[src/rtl/pwr_wake_pkg.sv]
package pwr_wake_pkg;
  typedef enum logic [1:0] {
    PW_AWAKE  = 2'd0,
    PW_SUSP   = 2'd1,
    PW_RESUME = 2'd2
  } pw_state_e;

  localparam int unsigned NUM_WAKE_SRC = 2;
endpackage

[src/rtl/wake_pin_sync.sv]
module wake_pin_sync #(
  parameter int unsigned STAGES = 2
) (
  input  logic clk,
  input  logic rst_n,
  input  logic async_i,
  output logic rise_o
);
  localparam int unsigned LAST = STAGES - 1;

  logic [STAGES-1:0] sync_q;
  logic              prev_q;

  always_ff @(posedge clk or negedge rst_n) begin
    if (!rst_n) begin
      sync_q <= '0;
      prev_q <= 1'b0;
    end else begin
      sync_q <= {sync_q[STAGES-2:0], async_i};
      prev_q <= sync_q[LAST];
    end
  end

  assign rise_o = sync_q[LAST] & ~prev_q;
endmodule

[src/rtl/pwr_state_fsm.sv]
module pwr_state_fsm
  import pwr_wake_pkg::*;
#(
  parameter int unsigned WAKE_CYCLES = 1200
) (
  input  logic      clk,
  input  logic      rst_n,
  input  logic      suspend_evt_i,
  input  logic      bus_activity_i,
  input  logic      bus_reset_i,
  input  logic      host_rwu_set_i,
  input  logic      host_rwu_clr_i,
  input  logic      cfg_rwu_en_i,
  input  logic      wake_rise_i,
  output pw_state_e state_o,
  output logic      rwu_req_o
);
  localparam int unsigned CW = (WAKE_CYCLES > 1) ? $clog2(WAKE_CYCLES) : 1;
  localparam logic [CW-1:0] CNT_INIT = CW'(WAKE_CYCLES - 1);

  pw_state_e     state_q;
  logic [CW-1:0] cnt_q;
  logic          grant_q;
  logic          rwu_q;
  logic          rwu_ok;

  assign rwu_ok = cfg_rwu_en_i & grant_q;

  always_ff @(posedge clk or negedge rst_n) begin
    if (!rst_n) begin
      grant_q <= 1'b0;
    end else if (bus_reset_i || host_rwu_clr_i) begin
      grant_q <= 1'b0;
    end else if (host_rwu_set_i) begin
      grant_q <= 1'b1;
    end
  end

  always_ff @(posedge clk or negedge rst_n) begin
    if (!rst_n) begin
      state_q <= PW_AWAKE;
      cnt_q   <= '0;
      rwu_q   <= 1'b0;
    end else begin
      rwu_q <= 1'b0;
      if (bus_reset_i) begin
        state_q <= PW_AWAKE;
      end else begin
        unique case (state_q)
          PW_AWAKE: begin
            if (suspend_evt_i && !bus_activity_i) state_q <= PW_SUSP;
          end
          PW_SUSP: begin
            if (bus_activity_i) begin
              state_q <= PW_RESUME;
              cnt_q   <= CNT_INIT;
            end else if (wake_rise_i && rwu_ok) begin
              state_q <= PW_RESUME;
              cnt_q   <= CNT_INIT;
              rwu_q   <= 1'b1;
            end
          end
          PW_RESUME: begin
            if (cnt_q == '0) state_q <= PW_AWAKE;
            else             cnt_q   <= cnt_q - 1'b1;
          end
          default: state_q <= PW_AWAKE;
        endcase
      end
    end
  end

  assign state_o   = state_q;
  assign rwu_req_o = rwu_q;
endmodule

[src/rtl/usb_pwr_wake_ctrl.sv]
module usb_pwr_wake_ctrl
  import pwr_wake_pkg::*;
#(
  parameter int unsigned WAKE_CYCLES = 1200,
  parameter int unsigned SYNC_STAGES = 2
) (
  input  logic clk,
  input  logic rst_n,
  input  logic suspend_evt_i,
  input  logic bus_activity_i,
  input  logic bus_reset_i,
  input  logic configured_i,
  input  logic host_rwu_set_i,
  input  logic host_rwu_clr_i,
  input  logic wake_pin_i,
  input  logic gpio_wake_i,
  input  logic cfg_susp_act_hi_i,
  input  logic cfg_wake_act_hi_i,
  input  logic cfg_gpio_act_hi_i,
  input  logic cfg_rwu_en_i,
  output logic suspend_o,
  output logic pwr_en_n_o,
  output logic rwu_req_o
);
  logic [NUM_WAKE_SRC-1:0] pin_raw;
  logic [NUM_WAKE_SRC-1:0] pin_pol;
  logic [NUM_WAKE_SRC-1:0] pin_rise;
  logic                    any_rise;
  logic                    suspended;
  pw_state_e               state_w;

  assign pin_raw = {gpio_wake_i, wake_pin_i};
  assign pin_pol = {cfg_gpio_act_hi_i, cfg_wake_act_hi_i};

  for (genvar g = 0; g < NUM_WAKE_SRC; g++) begin : g_wake_src
    wake_pin_sync #(.STAGES(SYNC_STAGES)) u_sync (
      .clk    (clk),
      .rst_n  (rst_n),
      .async_i(~(pin_raw[g] ^ pin_pol[g])),
      .rise_o (pin_rise[g])
    );
  end

  assign any_rise = |pin_rise;

  pwr_state_fsm #(.WAKE_CYCLES(WAKE_CYCLES)) u_fsm (
    .clk           (clk),
    .rst_n         (rst_n),
    .suspend_evt_i (suspend_evt_i),
    .bus_activity_i(bus_activity_i),
    .bus_reset_i   (bus_reset_i),
    .host_rwu_set_i(host_rwu_set_i),
    .host_rwu_clr_i(host_rwu_clr_i),
    .cfg_rwu_en_i  (cfg_rwu_en_i),
    .wake_rise_i   (any_rise),
    .state_o       (state_w),
    .rwu_req_o     (rwu_req_o)
  );

  assign suspended  = (state_w != PW_AWAKE);
  assign suspend_o  = cfg_susp_act_hi_i ? suspended : ~suspended;
  assign pwr_en_n_o = ~(configured_i & ~suspended);
endmodule

[config.mk]
export PLATFORM = sky130hd
export DESIGN_NAME = usb_pwr_wake_ctrl
export DESIGN_NICKNAME = d
export VERILOG_FILES = /design/src/rtl/pwr_wake_pkg.sv /design/src/rtl/wake_pin_sync.sv /design/src/rtl/pwr_state_fsm.sv /design/src/rtl/usb_pwr_wake_ctrl.sv
export SDC_FILE = /design/constraint.sdc
export NUM_CORES = 1
export LEC_CHECK = 0
export BUFFER_PORTS_ARGS = -buffer_cell sky130_fd_sc_hd__buf_2
export CAP_MARGIN = 40
export CORE_UTILIZATION = 35
export DETAILED_ROUTE_END_ITERATION = 8
export SYNTH_ARGS = -nofsm -noshare
export SYNTH_HDL_FRONTEND = slang
export SYNTH_SLANG_ARGS = --single-unit
export TNS_END_PERCENT = 5
[constraint.sdc]
create_clock -name clk -period 3.5 [get_ports clk]
set_input_delay 0.7 -clock clk [delete_from_list [all_inputs] [get_ports clk]]
set_output_delay 0.7 -clock clk [all_outputs]
set_load 0.05 [all_outputs]
==> results of run 1 <==
==> power groups by stage <==
| stage | clock, mW | combinational, mW | sequential (mW) |
|---|---|---|---|
| floorplan | 0 | 0.198 | 0.302 |
| global placement | 0 | 0.244 | 0.308 |
| detailed placement | 0 | 0.252 | 0.309 |
| CTS | 0.130 | 0.254 | 0.304 |
| global route | 0.136 | 0.284 | 0.312 |
| finish | 0.123 | 0.254 | 0.305 |
==> metrics by stage <==
stage / util / setup WS, ps / area [um^2] / instances
after global placement: 0.410 / 1290 / 1240 / 165
after detailed placement: 0.410 / 1250 / 1240 / 165
final: 0.420 / 1260 / 1270 / 169
after global routing: 0.420 / 1060 / 1270 / 169
after CTS: 0.420 / 1270 / 1270 / 169
after floorplan: - / 1350 / 1110 / 107
==> cell families (layout without fill, tap and decap cells) <==
kind of cell | after synthesis | count (layout)
flip-flops | 21 | 21
adder cells (fa/ha/maj) | 4 | 4
AO/OA/AOI/OAI | 30 | 30
buffers and inverters | 9 | 27
XOR/XNOR | 3 | 3
multiplexers | 2 | 2
AND/OR/NAND/NOR | 38 | 38
==> flip-flops by register name, summed over array words and instances (netlist names) <==
| signal | cells |
|---|---|
| u_fsm.rwu_req_o | 1 |
| u_fsm.grant_q | 1 |
| g_wake_src.u_sync.prev_q | 2 |
| g_wake_src.u_sync.sync_q | 4 |
| u_fsm.state_o | 2 |
| u_fsm.cnt_q | 11 |
==> layout make-up <==
| type | count | share of cell area |
|---|---|---|
| Clock inverter | 1 | 0.00591 |
| Inverter | 7 | 0.0207 |
| Multi-Input combinational cell | 77 | 0.436 |
| Tap cell | 44 | 0.0433 |
| Sequential cell | 21 | 0.413 |
| Clock buffer | 3 | 0.0177 |
| Timing Repair Buffer | 16 | 0.0630 |
==> per-layer routing <==
metal / GRT usage / vias up
li1: - / 430
met1: 0.198 / 414
met2: 0.232 / 30
met3: 0.0352 / 5
met4: 0.0816 / 0
met5: 0 / -
==> critical path, delay by kind of cell (launching register included) <==
family	cells	cell delay, ps
and+or+nand+nor	3	1020
AOI/OAI and AO/OA	2	670
DFF	1	450
==> worst min path at each step <==
stage	startpoint	endpoint	slack (ps)	cells after the start
global placement	g_wake_src[0].u_sync.sync_q[0]	g_wake_src[0].u_sync.sync_q[1]	330	0
detailed placement	g_wake_src[1].u_sync.sync_q[0]	g_wake_src[1].u_sync.sync_q[1]	340	0
CTS	rst_n	u_fsm.cnt_q[7]	330	1
global route	rst_n	u_fsm.cnt_q[7]	340	1
floorplan	g_wake_src[0].u_sync.sync_q[0]	g_wake_src[0].u_sync.sync_q[1]	330	0
finish	rst_n	u_fsm.cnt_q[7]	330	1
==> synthesized netlist by cell type, types with 3 or more instances <==
| library cell | n |
|---|---|
| a31oi_1 | 3 |
| dfrtp_1 | 21 |
| ha_1 | 4 |
| inv_1 | 7 |
| nand2_1 | 6 |
| nand2b_1 | 3 |
| nor2_1 | 5 |
| nor2b_1 | 4 |
| nor4_1 | 4 |
| o21ai_0 | 7 |
| or3_1 | 3 |
==> flow_metrics.tcl, run 1 <==
set metrics [dict create \
    synth-xor-area-share 0.0236 \
    seq_area_um2 526 \
    diodes 0 \
    postSynthAreaPerCell_um2 10.4 \
    cts-root-buf "clkbuf_4" \
    route.detailed.drc 0 \
    p_switching_mw 0.272 \
    clock_path_buffers 2 \
    overflow 0 \
    synth_top_area_share 0.472 \
    grt_max_degree 22 \
    powerDensity_nw_per_um2 536 \
    nets 144 \
    worstReg2RegEnd "u_fsm.cnt_q[5]" \
    sw_frac_of_total 0.399 \
    period_needed_ps 2240 \
    worst_pin_slew_ps 674 \
    yosysSeqAreaShare 0.472 \
    post_cts_buffers 0 \
    ios 17 \
    synth_compound_area_frac 0.210 \
    end_kind "flip-flop" \
    crit_required_ps 3710 \
    insertion_delay_ps 310 \
    report.power.total_mw 0.682 \
    synth_fa_ha_area_frac 0.0449 \
    synth_ff_type "dfrtp_1" \
    drv_cap 0 \
    synth_top_family_by_area "compound AO/OA/AOI/OAI gates" \
    clock.fmax_mhz 446 \
    yosys_warnings 0 \
    cts_tree "built" \
    layout_commonest_cell "dfrtp_1" \
    slew_headroom 0.547 \
    dp_hpwl_mm 1.53 \
    crit_end "u_fsm.cnt_q[5]" \
    skew_ps 2.60 \
    num_rows 20 \
    synth_mux_area_frac 0.0180 \
    rsz0062_at_grt "no" \
    drive_gt1_frac 0.200 \
    synth-simple-area-share 0.201 \
    start_util 0.368 \
    cts-buffers-inserted 3 \
    die_h_um 58.4 \
    power_frac_seq 0.447 \
    drv_slew 0 \
    area_delta_synth_final_pct 14.2 \
    postSynthCellCount 107 \
    wl_per_cell_um 12.7 \
    vias 879 \
    postRouteAntennaNets 0 \
    synth_nets 125 \
    combPwrFrac 0.372 \
    wl_met2_um 968 \
    ctsHoldBuffers 0 \
    start_kind "flip-flop" \
    final_cell_mix "21 x dfrtp_1, 16 x buf_2, 7 x inv_1, 7 x o21ai_0, 6 x nand2_1" \
    synth_seq_cells 21 \
    wl_met1_mm 1.02 \
    power.leakage_nw 0.540 \
    path_max_fanout 6 \
    cts_resized 0 \
    core_um2 3030 \
    cpMaxStageDelayCell "or4_1" \
    routed.top_layer "met4" \
    cts_max_level 1 \
    async_flop_share 1.00 \
    fin_tns_setup_ps 0 \
    critPathMaxStageDelay_ps 570 \
    yosysUniqueCellTypes 39 \
    r2r-start "u_fsm.cnt_q[6]" \
    cp_cell_sequence "or4_1, or3_4, o41ai_4, nor2_1, o311a_1" \
    synth_edf_count 0 \
    irDropWorstVdd_uv 275 \
    place_congestion 0.762 \
    p_int_mw 0.410 \
    clkPwrFrac 0.181 \
    reg2reg_depth 5 \
    arrival_ps 2450 \
    die_x_um 58.4 \
    startpoint "u_fsm.cnt_q[6]" \
    dr_wl_met3_um 121 \
    cts.sinks 21 \
    fillCellCount 297 \
    synth_area_um2 1110 \
    critPathKind "flip-flop to flip-flop" \
    via_per_inst 5.20 \
    setup_violations 0 \
    gr-usage-all-layers 0.151 \
    port_buffers 16 \
    dr.pass1.iters 4 \
    die_area_um2 3410 \
    drt_iter0_markers 30 \
    r2r_setup_slack_ps 1260 \
    grt_pass1_vias 877 \
    multi_input_area_um2 554 \
    synth_area_leaders "dfrtp_1 47%, ha_1 4.5%, o21ai_0 3.1%" \
    path_clk_slew_ps 120 \
    hold_violations 0 \
    hold_ws_ps 327 \
    grt_first_pass_wirelength_mm 3.88 \
    post-route-period-util 0.640 \
    status "finished, final reports clean" \
    wirelength_mm 2.15 \
    hold_class "input pin to asynchronous set/reset pin" \
    yosysTopAreaCell "dfrtp_1" \
    antenna_found_initial 0 \
]
Note: power is estimated with default switching activity, not from simulation.
==> run 2, diff against run 1 <==
Clock period 3.5 ns to 1.95 ns, I/O delays scaled along.
==> flow_metrics.tcl, run 2 (same netlist as run 1, synthesis figures left out) <==
set metrics [dict create \
    hold_violations 0 \
    path_buf_inv 1 \
    drv_cap 0 \
    largest_register_ffs 11 \
    startpoint "u_fsm.cnt_q[7]" \
    vias 965 \
    antenna_found_initial 0 \
    drive_gt1_frac 0.338 \
    irDropWorstVdd_uv 760 \
    drt_iter0_markers 32 \
    seq_area_um2 526 \
    skew_ps 6.49 \
    top_register "u_fsm.cnt_q" \
    cts_max_level 1 \
    place_area_um2 1390 \
    dp_hpwl_mm 1.80 \
    insertion_delay_ps 310 \
    overflow 0 \
    cts-root-buf "clkbuf_4" \
    setup_ws_ps -131 \
    die_area_um2 3410 \
    cts-buffers-inserted 3 \
    period_needed_ps 2080 \
    diodes 0 \
    slew_headroom 0.683 \
    clock_path_buffers 2 \
    arrival_ps 2300 \
    clock.fmax_mhz 480 \
    post-place-ws_ps -104 \
    path_delay_family "simple AND/OR/NAND/NOR gates" \
    hold_ws_ps 8.31 \
    postRouteAntennaNets 0 \
    path_clk_slew_ps 120 \
    path_max_fanout 5 \
    hold_class "input pin to asynchronous set/reset pin" \
    wl_per_cell_um 12.9 \
    end_kind "flip-flop" \
    report.power.total_mw 1.33 \
    cts_tree "built" \
    port_buffers 16 \
    die_x_um 58.4 \
    dr.pass1.iters 4 \
    gr-usage-all-layers 0.168 \
    via_per_inst 5.11 \
    grt_pass1_vias 952 \
    status "complete, but fails checks" \
    core_um2 3030 \
    die_h_um 58.4 \
    post_cts_buffers 0 \
    start_kind "flip-flop" \
    place_congestion 0.816 \
    wirelength_mm 2.43 \
    fillCellCount 292 \
    critPathMaxStageDelay_ps 540 \
    reg2reg_depth 6 \
    rsz0062_at_grt "yes" \
    setup_violations 4 \
    grt_first_pass_wirelength_mm 4.29 \
    r2r-start "u_fsm.cnt_q[7]" \
    critPathKind "flip-flop to flip-flop" \
    ctsHoldBuffers 0 \
    powerDensity_nw_per_um2 924 \
    cp_cell_sequence "or4_4, or3_4, o41ai_4, buf_4, nor4_1, a211oi_1" \
    crit_required_ps 2170 \
    drv_slew 0 \
    cp_num_cells 6 \
    nets 164 \
    fin_util 0.477 \
    worst_pin_slew_ps 475 \
    multi_input_area_um2 577 \
    post-route-period-util 1.07 \
    grt_max_degree 22 \
    design_area_um2 1440 \
    final_cell_mix "21 x dfrtp_1, 21 x buf_4, 15 x buf_2, 7 x inv_1" \
    num_rows 20 \
    power.leakage_nw 0.661 \
    cpMaxStageDelayCell "or4_4" \
    area_delta_synth_final_pct 29.7 \
    route.detailed.drc 0 \
    reg_top3 "u_fsm.cnt_q: 11 flops, g_wake_src.u_sync.sync_q: 4 flops" \
    violations "setup timing" \
    cts.sinks 21 \
    ios 17 \
    start_util 0.368 \
]
## run 2: path summary, 6_finish.rpt
kind / endpoint / slack, ps
max in group asynchronous: u_fsm.state_o[1] / 1610
min in group clk: u_fsm.grant_q / 220
hold reg to reg: g_wake_src[0].u_sync.sync_q[1] / 360
hold / removal: u_fsm.cnt_q[5] / 8
setup reg to reg: u_fsm.cnt_q[7] / -130
setup / recovery: u_fsm.cnt_q[7] / -130
## run 2: where the power goes
part           switching, mW  total, mW  internal [mW]
logic                  0.329      0.582          0.252
registers             0.0419      0.536          0.494
clock network          0.140      0.217         0.0768
total                  0.512       1.33          0.823
## run 2: cell type report
class | instances | area share
timing repair buffer | 36 | 0.161
tap | 44 | 0.0381
multi-input combinational | 77 | 0.399
clock buffer | 3 | 0.0156
inverter | 7 | 0.0182
clock inverter | 1 | 0.00347
sequential | 21 | 0.364
## run 2: worst reg2reg max path, cell delays in order, from the launching register on
cell and delay (ps):
dfrtp_1 400, or4_4 540, or3_4 370, o41ai_4 250
buf_4 200, nor4_1 50, a211oi_1 180
## run 2: stage by stage
| step | cells | setup TNS (ps) |
|---|---|---|
| after floorplan | 107 | -123 |
| after global placement | 185 | -301 |
| after detailed placement | 185 | -337 |
| after CTS | 189 | -450 |
| after global routing | 189 | -786 |
| final | 189 | -415 |
## run 2: routing by layer
metal | part of all wire | GRT usage | wire [um] | vias to the layer above
li1 | - | - | - | 473
met2 | 0.48 | 0.274 | 1160 | 29
met3 | 0.034 | 0.0198 | 82 | 5
met4 | 0.019 | 0.0850 | 46 | 0
met1 | 0.47 | 0.222 | 1140 | 458
met5 | 0 | 0 | 0 | -
## run 2: what timing repair did
action,in CTS,in global routing
resized for setup,1,7
endpoints found under the setup margin,5,8
pin swaps,1,1
